## src/rtl/rdt_pkg.sv

```systemverilog
// Shared constants and helpers for the reloadable down-counter timer.
// Assumes a 2-bit register address and a 3-bit divider code.
package rdt_pkg;

    localparam logic [1:0] A_CTRL   = 2'd0;
    localparam logic [1:0] A_RELOAD = 2'd1;
    localparam logic [1:0] A_COUNT  = 2'd2;

    // Control word bit positions
    localparam int B_RUN   = 0;
    localparam int B_FLAG  = 1;
    localparam int B_IE    = 2;
    localparam int B_RELD  = 3;
    localparam int B_SRC   = 4;
    localparam int B_TMODE = 7;

    // Maps a divider code to log2 of the divide ratio; 0 marks a forbidden code.
    function automatic logic [2:0] src_shift(input logic [2:0] code);
        case (code)
            3'b000:  src_shift = 3'd1;
            3'b001:  src_shift = 3'd3;
            3'b010:  src_shift = 3'd5;
            3'b101:  src_shift = 3'd6;
            3'b110:  src_shift = 3'd7;
            default: src_shift = 3'd0;
        endcase
    endfunction

endpackage

```

## src/rtl/rdt_prescaler.sv

```systemverilog
// Power-of-two prescaler. Emits a one-cycle tick every 2^k cycles while
// enabled; a forbidden code yields no ticks. Phase holds when disabled and
// returns to zero on restart. Assumes PRE_W >= 7 to fit the largest ratio.
module rdt_prescaler #(
    parameter int PRE_W = 7
) (
    input  logic       clk,
    input  logic       rst_n,
    input  logic       run,
    input  logic       restart,
    input  logic [2:0] src,
    output logic       tick
);
    logic [2:0]       shift;
    logic             valid;
    logic [PRE_W-1:0] last;
    logic [PRE_W-1:0] phase_q;

    // Decode the divider code into a terminal phase value.
    always_comb begin
        shift = rdt_pkg::src_shift(src);
        valid = (shift != 3'd0);
        last  = PRE_W'((32'd1 << shift) - 32'd1);
    end

    assign tick = run && valid && (phase_q >= last);

    // Advance the phase while running with a legal code.
    always_ff @(posedge clk) begin
        if (!rst_n) begin
            phase_q <= '0;
        end else if (restart) begin
            phase_q <= '0;
        end else if (run && valid) begin
            if (phase_q >= last) phase_q <= '0;
            else                 phase_q <= phase_q + 1'b1;
        end
    end

endmodule

```

## src/rtl/rdt_edge_det.sv

```systemverilog
// Synchronizes an asynchronous input through STAGES flops and flags a
// falling edge for one cycle. Assumes STAGES >= 2.
module rdt_edge_det #(
    parameter int STAGES = 2
) (
    input  logic clk,
    input  logic rst_n,
    input  logic din,
    output logic fall
);
    logic [STAGES-1:0] sync_q;
    logic              last_q;

    // Shift the input through the synchronizer and keep the prior level.
    always_ff @(posedge clk) begin
        if (!rst_n) begin
            sync_q <= '0;
            last_q <= 1'b0;
        end else begin
            sync_q <= {sync_q[STAGES-2:0], din};
            last_q <= sync_q[STAGES-1];
        end
    end

    assign fall = last_q & ~sync_q[STAGES-1];

endmodule

```

## src/rtl/rdt_counter.sv

```systemverilog
// Down counter with software preset, trigger restart and underflow handling.
// Priority: software preset, then restart, then tick. Underflow is reported
// only when a tick is taken at zero.
module rdt_counter #(
    parameter int CNT_W = 16
) (
    input  logic             clk,
    input  logic             rst_n,
    input  logic             load_sw,
    input  logic [CNT_W-1:0] load_val,
    input  logic             restart,
    input  logic [CNT_W-1:0] reload,
    input  logic             tick,
    input  logic             reld,
    output logic [CNT_W-1:0] count,
    output logic             uf
);
    logic at_zero;

    assign at_zero = (count == '0);
    assign uf      = tick && !load_sw && !restart && at_zero;

    // Update the count by preset, restart or prescaler tick.
    always_ff @(posedge clk) begin
        if (!rst_n) begin
            count <= '1;
        end else if (load_sw) begin
            count <= load_val;
        end else if (restart) begin
            count <= reload;
        end else if (tick) begin
            if (at_zero) count <= reld ? reload : '1;
            else         count <= count - 1'b1;
        end
    end

endmodule

```

## src/rtl/rdt_timer.sv

```systemverilog
// Top of the reloadable down-counter timer. Holds the control and reload
// registers, decodes the register port and gates the interrupt. Assumes a
// single clock domain; trig_in may be asynchronous.
module rdt_timer #(
    parameter int CNT_W       = 16,
    parameter int PRE_W       = 7,
    parameter int SYNC_STAGES = 2,
    parameter int ADDR_W      = 2
) (
    input  logic              clk,
    input  logic              rst_n,
    input  logic              wr_en,
    input  logic [ADDR_W-1:0] addr,
    input  logic [CNT_W-1:0]  wdata,
    input  logic              rmw,
    output logic [CNT_W-1:0]  rdata,
    input  logic              trig_in,
    output logic              irq
);
    import rdt_pkg::*;

    localparam int CTRL_W = 8;

    logic             run, flag, ie, reld, tmode;
    logic [2:0]       src;
    logic [CNT_W-1:0] reload_q;
    logic [CNT_W-1:0] count_q;
    logic             wr_ctrl, wr_rel, wr_cnt;
    logic             tick, uf, fall, restart;
    logic [CTRL_W-1:0] ctrl_rd;

    assign wr_ctrl = wr_en && (addr == ADDR_W'(A_CTRL));
    assign wr_rel  = wr_en && (addr == ADDR_W'(A_RELOAD));
    assign wr_cnt  = wr_en && (addr == ADDR_W'(A_COUNT));
    assign restart = fall && tmode && run;

    rdt_prescaler #(.PRE_W(PRE_W)) u_pre (
        .clk(clk), .rst_n(rst_n), .run(run), .restart(restart),
        .src(src), .tick(tick)
    );

    rdt_edge_det #(.STAGES(SYNC_STAGES)) u_edge (
        .clk(clk), .rst_n(rst_n), .din(trig_in), .fall(fall)
    );

    rdt_counter #(.CNT_W(CNT_W)) u_cnt (
        .clk(clk), .rst_n(rst_n), .load_sw(wr_cnt), .load_val(wdata),
        .restart(restart), .reload(reload_q), .tick(tick), .reld(reld),
        .count(count_q), .uf(uf)
    );

    // Control fields: written by software; run drops on a one-shot underflow.
    always_ff @(posedge clk) begin
        if (!rst_n) begin
            run   <= 1'b0;
            ie    <= 1'b0;
            reld  <= 1'b0;
            tmode <= 1'b0;
            src   <= 3'b000;
        end else if (wr_ctrl) begin
            run   <= wdata[B_RUN];
            ie    <= wdata[B_IE];
            reld  <= wdata[B_RELD];
            tmode <= wdata[B_TMODE];
            src   <= wdata[B_SRC +: 3];
        end else if (uf && !reld) begin
            run   <= 1'b0;
        end
    end

    // Underflow flag: set wins over a software clear; writing 1 does nothing.
    always_ff @(posedge clk) begin
        if (!rst_n)                          flag <= 1'b0;
        else if (uf)                         flag <= 1'b1;
        else if (wr_ctrl && !wdata[B_FLAG])  flag <= 1'b0;
    end

    // Reload register write.
    always_ff @(posedge clk) begin
        if (!rst_n)      reload_q <= '0;
        else if (wr_rel) reload_q <= wdata;
    end

    // Assemble the control readback; the flag reads 1 in a read-modify-write.
    always_comb begin
        ctrl_rd          = '0;
        ctrl_rd[B_RUN]   = run;
        ctrl_rd[B_FLAG]  = flag | rmw;
        ctrl_rd[B_IE]    = ie;
        ctrl_rd[B_RELD]  = reld;
        ctrl_rd[B_SRC+:3] = src;
        ctrl_rd[B_TMODE] = tmode;
    end

    // Read data multiplexer.
    always_comb begin
        case (addr)
            ADDR_W'(A_CTRL):   rdata = CNT_W'(ctrl_rd);
            ADDR_W'(A_RELOAD): rdata = reload_q;
            ADDR_W'(A_COUNT):  rdata = count_q;
            default:           rdata = '0;
        endcase
    end

    assign irq = flag & ie;

endmodule

```

## config.mk

```make
export PLATFORM = sky130hd
export DESIGN_NAME = rdt_timer
export DESIGN_NICKNAME = d
export VERILOG_FILES = /design/src/rtl/rdt_pkg.sv /design/src/rtl/rdt_prescaler.sv /design/src/rtl/rdt_edge_det.sv /design/src/rtl/rdt_counter.sv /design/src/rtl/rdt_timer.sv
export SDC_FILE = /design/constraint.sdc
export NUM_CORES = 1
export LEC_CHECK = 0
export CAP_MARGIN = 15
export CORE_ASPECT_RATIO = 2
export CORE_MARGIN = 1
export CORE_UTILIZATION = 34
export CTS_CLUSTER_DIAMETER = 150
export DETAILED_ROUTE_END_ITERATION = 8
export DONT_BUFFER_PORTS = 1
export PLACE_DENSITY = 0.55
export SYNTH_ARGS = -nofsm -noshare
export SYNTH_HDL_FRONTEND = slang
export SYNTH_SLANG_ARGS = --single-unit
```

## constraint.sdc

```tcl
create_clock -name clk -period 7.7 [get_ports clk]
set_input_delay 1.155 -clock clk [delete_from_list [all_inputs] [get_ports clk]]
set_output_delay 1.155 -clock clk [all_outputs]
set_load 0.005 [all_outputs]
```

# == After elaboration in Yosys (flattened, before gate mapping) ==
# Cells that the tools add are included.
# op_classes
addsub,3
order_cmp,1
eq_ne,6
bitwise,5
shift,1
n_mux,12
reduce_logical,24
# ops
operator,count
16-bit 2-to-1 mux,5
16-bit one-hot mux with 3 select lines,1
16-bit zero test,1
16-bit by 1-bit subtractor with 16-bit output (second input constant),1
3-bit one-hot mux with 5 select lines,1
1-bit logical AND,12
7-bit by 1-bit adder with 7-bit output (second input constant),1
7-bit >= comparator,1
7-bit 2-to-1 mux,1
1-bit by 3-bit left shift with 7-bit output (first input constant),1
7-bit by 1-bit subtractor with 7-bit output (second input constant),1
3-bit equality test (second input constant),2
3-bit nonzero test,2
1-bit zero test,4
1-bit 2-to-1 mux,4
2-bit nonzero test,2
3-bit by 1-bit equality test with 1-bit output (second input constant),1
3-bit by 2-bit equality test with 1-bit output (second input constant),1
3-bit zero test,1
1-bit bitwise AND,2
2-bit by 1-bit equality test with 1-bit output (second input constant),1
2-bit equality test (second input constant),1
2-bit zero test,1
1-bit NOT,2
other kinds (2),2
# totals
register_bits,50
wordCells,63
input_bits,23
output_inout_bits,17

# == Longest topological paths before layout ==
# Gate-level depths: netlist of the first run.
# logic_depth
ltp_word,12
ltp_mapped,15
mapped_depth_nobuf,13

# == Hierarchy ==
# Synthesis of the first run repeated with hierarchy kept, for this count alone.
# unflattened
hier_cells,400
hier_area_um2,3223.1
# by_module_without_submodules
mod,instances,cells_per_inst,seq_area_each_um2,area_per_inst_um2
rdt_counter,1,172,320.3,1337.5
rdt_timer,1,152,480.5,1236.2
rdt_prescaler,1,69,140.1,560.5
rdt_edge_det,1,7,60.1,88.8

# == Worst setup path after synthesis of the first run ==
# No wires, ideal clock.
# synth_timing
path_kind,input to output
start,input addr[1]
end,output rdata[10]
n_path_buf,2
path_slack_ns,4.468
arrival_ns,2.077
required_time_ns,6.545
path_stages,4
cell_sequence,buf_2 > nor2b_1 > clkbuf_1 > a22o_2
# synth_via
elab_chain_cells,2
elab_cells_between_ends,4
cone_classes,2 x eq/ne; 1 x mux; 1 x reduce/logical
# synth_lines
element,line,rtl
start: declaration,rdt_timer.sv:13,"input logic [ADDR_W-1:0] addr,"
2-bit equality test (tied with other cells),rdt_timer.sv:97,case (addr)
16-bit one-hot mux with 3 select lines (*),rdt_timer.sv:97,
end: declaration,rdt_timer.sv:16,"output logic [CNT_W-1:0] rdata,"
# Mark *: on every way between the ends. The rest lies on a longest branch, timed or not.

# == Final worst setup path of the first run ==
# layout_timing
start,register src[0]
end,register u_cnt.count[4]
# layout_via
elab_chain_cells,7
elab_cells_between_ends,13
cone_classes,1 x add/sub; 1 x order compare; 4 x eq/ne; 1 x shift; 1 x mux; 5 x reduce/logical
# layout_lines
element,line,rtl
start: declaration,rdt_timer.sv:25,logic [2:0] src;
start signal: assignment,rdt_timer.sv:65,src <= wdata[B_SRC +: 3];
3-bit equality test (tied with other cells),rdt_pkg.sv:19,case (code)
3-bit one-hot mux with 5 select lines (*),rdt_pkg.sv:19,
1-bit by 3-bit left shift with 7-bit output,rdt_prescaler.sv:23,last = PRE_W'((32'd1 << shift) - 32'd1);
7-bit by 1-bit subtractor with 7-bit output,rdt_prescaler.sv:23,
7-bit >= comparator,rdt_prescaler.sv:26,assign tick = run && valid && (phase_q >= last);
1-bit logical AND (*),rdt_prescaler.sv:26,
3-bit nonzero test (no source line) (*),--,
end signal: assignment,rdt_counter.sv:28,count <= load_val;
end signal: assignment,rdt_counter.sv:30,count <= reload;
end signal: assignment,rdt_counter.sv:32,if (at_zero) count <= reld ? reload : '1;
end: declaration,rdt_counter.sv:15,"output logic [CNT_W-1:0] count,"
# Marked as above.
# A chain may end at the register's enable or synchronous reset.

==> results of run 1 <==
## worst min-delay path by stage
stage / endpoint / slack (ns)
after floorplan: u_edge.sync_q[1] / 0.41
after global placement: u_edge.sync_q[1] / 0.42
after detailed placement: u_edge.sync_q[1] / 0.43
after CTS: u_edge.sync_q[1] / 0.45
after global routing: u_edge.sync_q[1] / 0.46
final: u_edge.sync_q[1] / 0.44
## cells in the mapped netlist (3+ instances only)
master	number
a22o_1	7
xor2_1	11
mux2i_1	11
buf_2	4
clkbuf_1	17
or3_1	7
and2_1	7
nand4_1	6
a211oi_1	12
nand3_1	5
nor2_1	34
inv_1	8
xnor2_1	6
nor4_1	5
o32a_1	3
and3_1	6
a21oi_1	30
o22a_1	8
dfxtp_1	50
nor3_1	19
o21ai_0	15
nor2b_1	4
ha_1	11
nand2_1	74
## critical path, delay by kind of cell (launching register included)
kind,cells,cell delay [ns]
flip-flops,1,0.56
AO/OA/AOI/OAI,5,1.01
buffers and inverters,2,0.28
multiplexers,2,0.41
AND/OR/NAND/NOR,3,0.76
adder cells (fa/ha/maj),2,0.50
## layer usage
layer | wire length, um | GRT usage
met1 | 3500 | 0.205
met2 | 5370 | 0.395
met3 | 525 | 0.0346
met4 | 476 | 0.136
met5 | 0 | 0
## stage by stage
stage                util  hold WS [ns]  setup WS (ns)  std cells
finish              0.378         0.439           4.07        486
global route        0.378         0.463           3.77        486
detailed placement  0.358         0.431           3.72        477
floorplan               -         0.412           4.47        397
CTS                 0.377         0.446           3.70        485
global placement    0.358         0.418           3.87        477
## kinds of logic (layout without fill, tap and decap cells)
group	after synthesis	after routing	share of synthesized area
XOR/XNOR	17	17	0.0484
flip-flops	50	50	0.325
buffers and inverters	32	21	0.0455
AO/OA/AOI/OAI	96	96	0.214
adder cells (fa/ha/maj)	11	11	0.0447
multiplexers	13	13	0.0431
AND/OR/NAND/NOR	178	178	0.279
## power by group
part	switching, uW	internal, uW
Clock	101	152
Sequential	10.2	266
Combinational	33.1	20.8
Total	145	439
## placed cells by master (no fill, tap or decap), drive strengths merged, types with 7 or more instances in the layout
| cell type | count |
|---|---|
| nand4 | 7 |
| a21oi | 30 |
| and2 | 7 |
| a22o | 8 |
| ha | 11 |
| nor2 | 35 |
| dfxtp | 50 |
| nor3 | 21 |
| o21ai | 15 |
| mux2i | 11 |
| inv | 8 |
| xor2 | 11 |
| or3 | 7 |
| o22a | 8 |
| a211oi | 12 |
| nand2 | 74 |
## area by class of cell
class                   instances  area (sq um)  area share
repair buffers                  4          30.0     0.00912
clock buffers                   5           125      0.0380
flip-flops and latches         50          1000       0.304
clock inverters                 3          40.0      0.0122
well taps                     100           125      0.0380
inverters                       9          33.8      0.0103
multi-input cells             315          1940       0.588
## sequential cells by signal, indices dropped and copies added, names as in the netlist
register,cells
ie,1
reld,1
u_cnt.count,16
run,1
u_edge.sync_q,2
flag,1
u_pre.phase_q,7
reload_q,16
u_edge.last_q,1
tmode,1
src,3
==> results.toml, run 1 <==
[routing]
routedWlPerCell_um = 20.3
via_count = 2940
drcViolationCount = 0
avgViaCountPerCell = 6.05
wl_um = 9870
antenna_left = 0
drt_iter0_markers = 115
first_pass_iters = 5

[floorplanning]
die_h_um = 137
rows = 48
initial_core_util = 0.353
dieArea_sq_um = 9460
ioPinCount = 40
core_sq_um = 8710
die_x_um = 69.3

[sta]
relSlewSlack = 0.264
clock_skew_ns = 0.00558
setup_viol = 0
tns_ns = 0
fin_crit_sh = 0.472
finalCriticalPeriod_ns = 3.63
grt_setup_unrepaired = "false"
drv_slew = 0
fmax_mhz = 275
tightestPinTransition_ns = 1.10
finalHoldViolations = 0

[logic_synthesis]
synthCells = 397
synth_fp_nets = 431
synth_cell_type_count = 54
synth_area_leader_cell = "dfxtp_1"
yosys_register_bits = 50
ys_top_cells_by_area = "dfxtp_1 (33%), nand2_1 (9.0%), a21oi_1 (4.9%), ha_1 (4.5%), nor2_1 (4.1%)"
synth_edf_count = 0
avgSynthCellArea_sq_um = 7.75
ys_seq_area_frac = 0.325
yosysWarnings = 0
synthArstFlopShare = 0
syn-cell-area_sq_um = 3080
synth_top_area_frac = 0.325
synth_flop_cell = "dfxtp_1"

[clock_network]
cts_hold_buffers = 0
cts_sinks = 50
clkSlewWorstSetupHoldPaths_ns = 0.07
cts_buffers = 5
cts.htree.levels = 2
insertion_delay_ns = 0.30
cts_setup_buffers = 0
clock-root-buffer = "clkbuf_16"
cts_max_path_buffers = 2
cts_tree = "done"
cts.repair.resized = 0

[critical_path]
cp.required_ns = 7.89
cp.arrival_ns = 3.82
r2r_slack_ns = 4.07
slowest_stage = "dfxtp_1"
worst_path_largest_cell_delay_ns = 0.56
rr_endpoint = "u_cnt.count[4]"
reg2reg_depth = 14
path_class = "flip-flop to flip-flop"
crit_chain = "nor3b_1 -> a21oi_1 -> ha_1 -> inv_1 -> mux2i_1 -> mux2_2 -> ha_1 -> a21oi_1 -> o21ai_0 -> a21oi_1 -> nor2_1 -> buf_4 -> or3_1 -> o22a_1"
r2r-start = "src[0]"
worstSetupEndpointType = "flip-flop"
cp_common_cell = "a21oi_1"
cp_max_fo = 16
cp-startpoint = "src[0]"
cp-endpoint = "u_cnt.count[4]"
worst_setup_path_start_kind = "flip-flop"

[flow_run]
max-cap-violations = 0

[grt]
grt_max_degree = 29
overflow = 0
grt_pass1_wl_um = 15200
grt_usage = 0.209
antenna_found_initial = 0
grt_pass1_vias = 2852

[final_layout]
final_design_area_no_fill_sq_um = 3290
syn2layout_area_growth_pct = 6.95
num_antenna_cells = 0
n_fill_cell = 899
nets = 419
final_layout_size_suffix_gt1_frac = 0.0518

[outcome]
status = "finished clean"

[place]
postPlaceCellArea_sq_um = 3120
gp_congestion = 0.962
place_hpwl_um = 7340
io_buffers = 0

[power_and_ir_drop]
finalPower_uw = 584
ir_drop_mv = 0.107
power_leakage_uw = 0.00119
power.density_nw_per_um2 = 177

[worst_hold_path]
hp-start = "u_edge.sync_q[0]"
holdPathStages = 1
min_path_type = "flip-flop to flip-flop"
(Power assumes the default switching activity.)
==> inputs of run 2 (changes only) <==
clock period = 3.4 ns   (was 7.7 ns; I/O delays follow)
==> run 2 against run 1 <==
Design area up 1.9%. Non-clock buffer count rose by 7. Clock skew shrank 0.0016 ns. Combinational power up 140%. Via count is 0.61% higher. Fmax up 17%. Die area did not move. Register-to-register slack lost 3.8 ns. Critical endpoint is now u_cnt.count[15]. Largest cell class unchanged.
==> results.toml, run 2 (synthesized netlist as in run 1, its figures left out) <==
[floorplanning]
core_sq_um = 8710
ioPinCount = 40
die_x_um = 69.3
dieArea_sq_um = 9460
die_h_um = 137
rows = 48
initial_core_util = 0.353

[sta]
fmax_mhz = 321
finalCriticalPeriod_ns = 3.11
relSlewSlack = 0.470
clock_skew_ns = 0.00398
fin_ws_ns = 0.287
setup_viol = 0
grt_setup_unrepaired = "false"
drv_slew = 0
finalHoldViolations = 0
tns_ns = 0
fin_crit_sh = 0.916
tightestPinTransition_ns = 0.795

[worst_hold_path]
holdPathStages = 1
min_path_type = "primary input to flip-flop"

[final_layout]
regArea_sq_um = 1000
top_regs = "reload_q: 16 flops, u_cnt.count: 16 flops, u_pre.phase_q: 7 flops"
final_cells = 493
n_fill_cell = 900
utilization = 0.385
layout_common_cells = "nand2_1 (74), dfxtp_1 (50), nor2_1 (34)"
syn2layout_area_growth_pct = 8.94
final_layout_size_suffix_gt1_frac = 0.0738
multiInputGateArea_sq_um = 1950
final_common_cell = "nand2_1"
num_antenna_cells = 0
nets = 426
final_design_area_no_fill_sq_um = 3350

[place]
gp_congestion = 0.928
dp_slack_ns = 0.156
place_hpwl_um = 7470
io_buffers = 0
dpl.cell_count = 485
postPlaceCellArea_sq_um = 3180

[clock_network]
insertion_delay_ns = 0.30
cts_buffers = 5
cts_sinks = 50
cts_max_path_buffers = 2
clkSlewWorstSetupHoldPaths_ns = 0.07
cts.htree.levels = 2
clock-root-buffer = "clkbuf_16"
cts_tree = "done"

[outcome]
status = "finished clean"

[power_and_ir_drop]
power.density_nw_per_um2 = 397
ir_drop_mv = 0.238
power_leakage_uw = 0.00123

[grt]
grt_pass1_wl_um = 15400
antenna_found_initial = 0
grt_max_degree = 18
grt_pass1_vias = 2879
grt_usage = 0.213
overflow = 0

[routing]
wl_um = 9920
drcViolationCount = 0
avgViaCountPerCell = 6.00
drt_iter0_markers = 87
via_count = 2958
first_pass_iters = 4
routedWlPerCell_um = 20.1
antenna_left = 0

[critical_path]
path_class = "flip-flop to flip-flop"
cp.required_ns = 3.58
worstSetupEndpointType = "flip-flop"
cp.arrival_ns = 3.29
reg2reg_depth = 14
worst_setup_path_start_kind = "flip-flop"
cp_max_fo = 16

[flow_run]
max-cap-violations = 0
run 2: cell types whose count changed in the layout (fill, tap and decap cells not counted):
cell,delta
buf_4,+7
a21oi_1,-1
a21oi_2,+1
or3_1,-1
or3_4,+1
run 2: metrics by stage:
stage / power (uW) / hold slack [ns]
2_1_floorplan: 730 / 0.412
3_3_place_gp: 763 / 0.422
3_5_place_dp: 764 / 0.428
4_1_cts: 1340 / 0.290
5_1_grt: 1390 / 0.305
6_report: 1330 / 0.297
run 2: cell type report:
class,instances,share of cell area
clock buffers,5,0.0373
clock inverters,3,0.0119
inverters,9,0.0101
multi-input cells,315,0.580
flip-flops and latches,50,0.299
well taps,100,0.0373
repair buffers,11,0.0246
run 2: timing repair:
action                     in CTS  in global routing
resized for setup               0                  2
buffers inserted                0                  0
hold buffers                    0                  0
setup endpoints to repair       0                 12
run 2: final timing paths:
check / from / end / slack [ns]
hold / removal: rst_n / u_cnt.count[13] / 0.30
hold reg to reg: u_edge.sync_q[0] / u_edge.sync_q[1] / 0.44
setup reg to reg: src[2] / u_cnt.count[15] / 0.29
setup / recovery: src[2] / u_cnt.count[15] / 0.29
run 2: critical path, cell delays in order (launching register included):
cell and delay [ns]:
dfxtp_1 0.42, nor3b_1 0.29, a21oi_1 0.11, ha_1 0.22
inv_1 0.09, mux2i_1 0.07, mux2_2 0.28, ha_1 0.29
a21oi_1 0.15, o21ai_0 0.12, a21oi_2 0.17, nor2_1 0.09
buf_4 0.20, and3_1 0.17, or3_1 0.33
run 2: routing by layer:
layer	vias to the layer above	routed length (um)	global-route usage
met5	-	0	0
met4	0	384	0.120
met3	27	439	0.0376
met2	83	5500	0.407
met1	1428	3590	0.214
li1	1420	-	-
run 2: where the power goes:
part	internal (uW)	switching, uW	leakage, uW
clock	345	232	0.0000836
combinational	51.6	77.3	0.000738
sequential	602	22.0	0.000406
total	999	331	0.00123
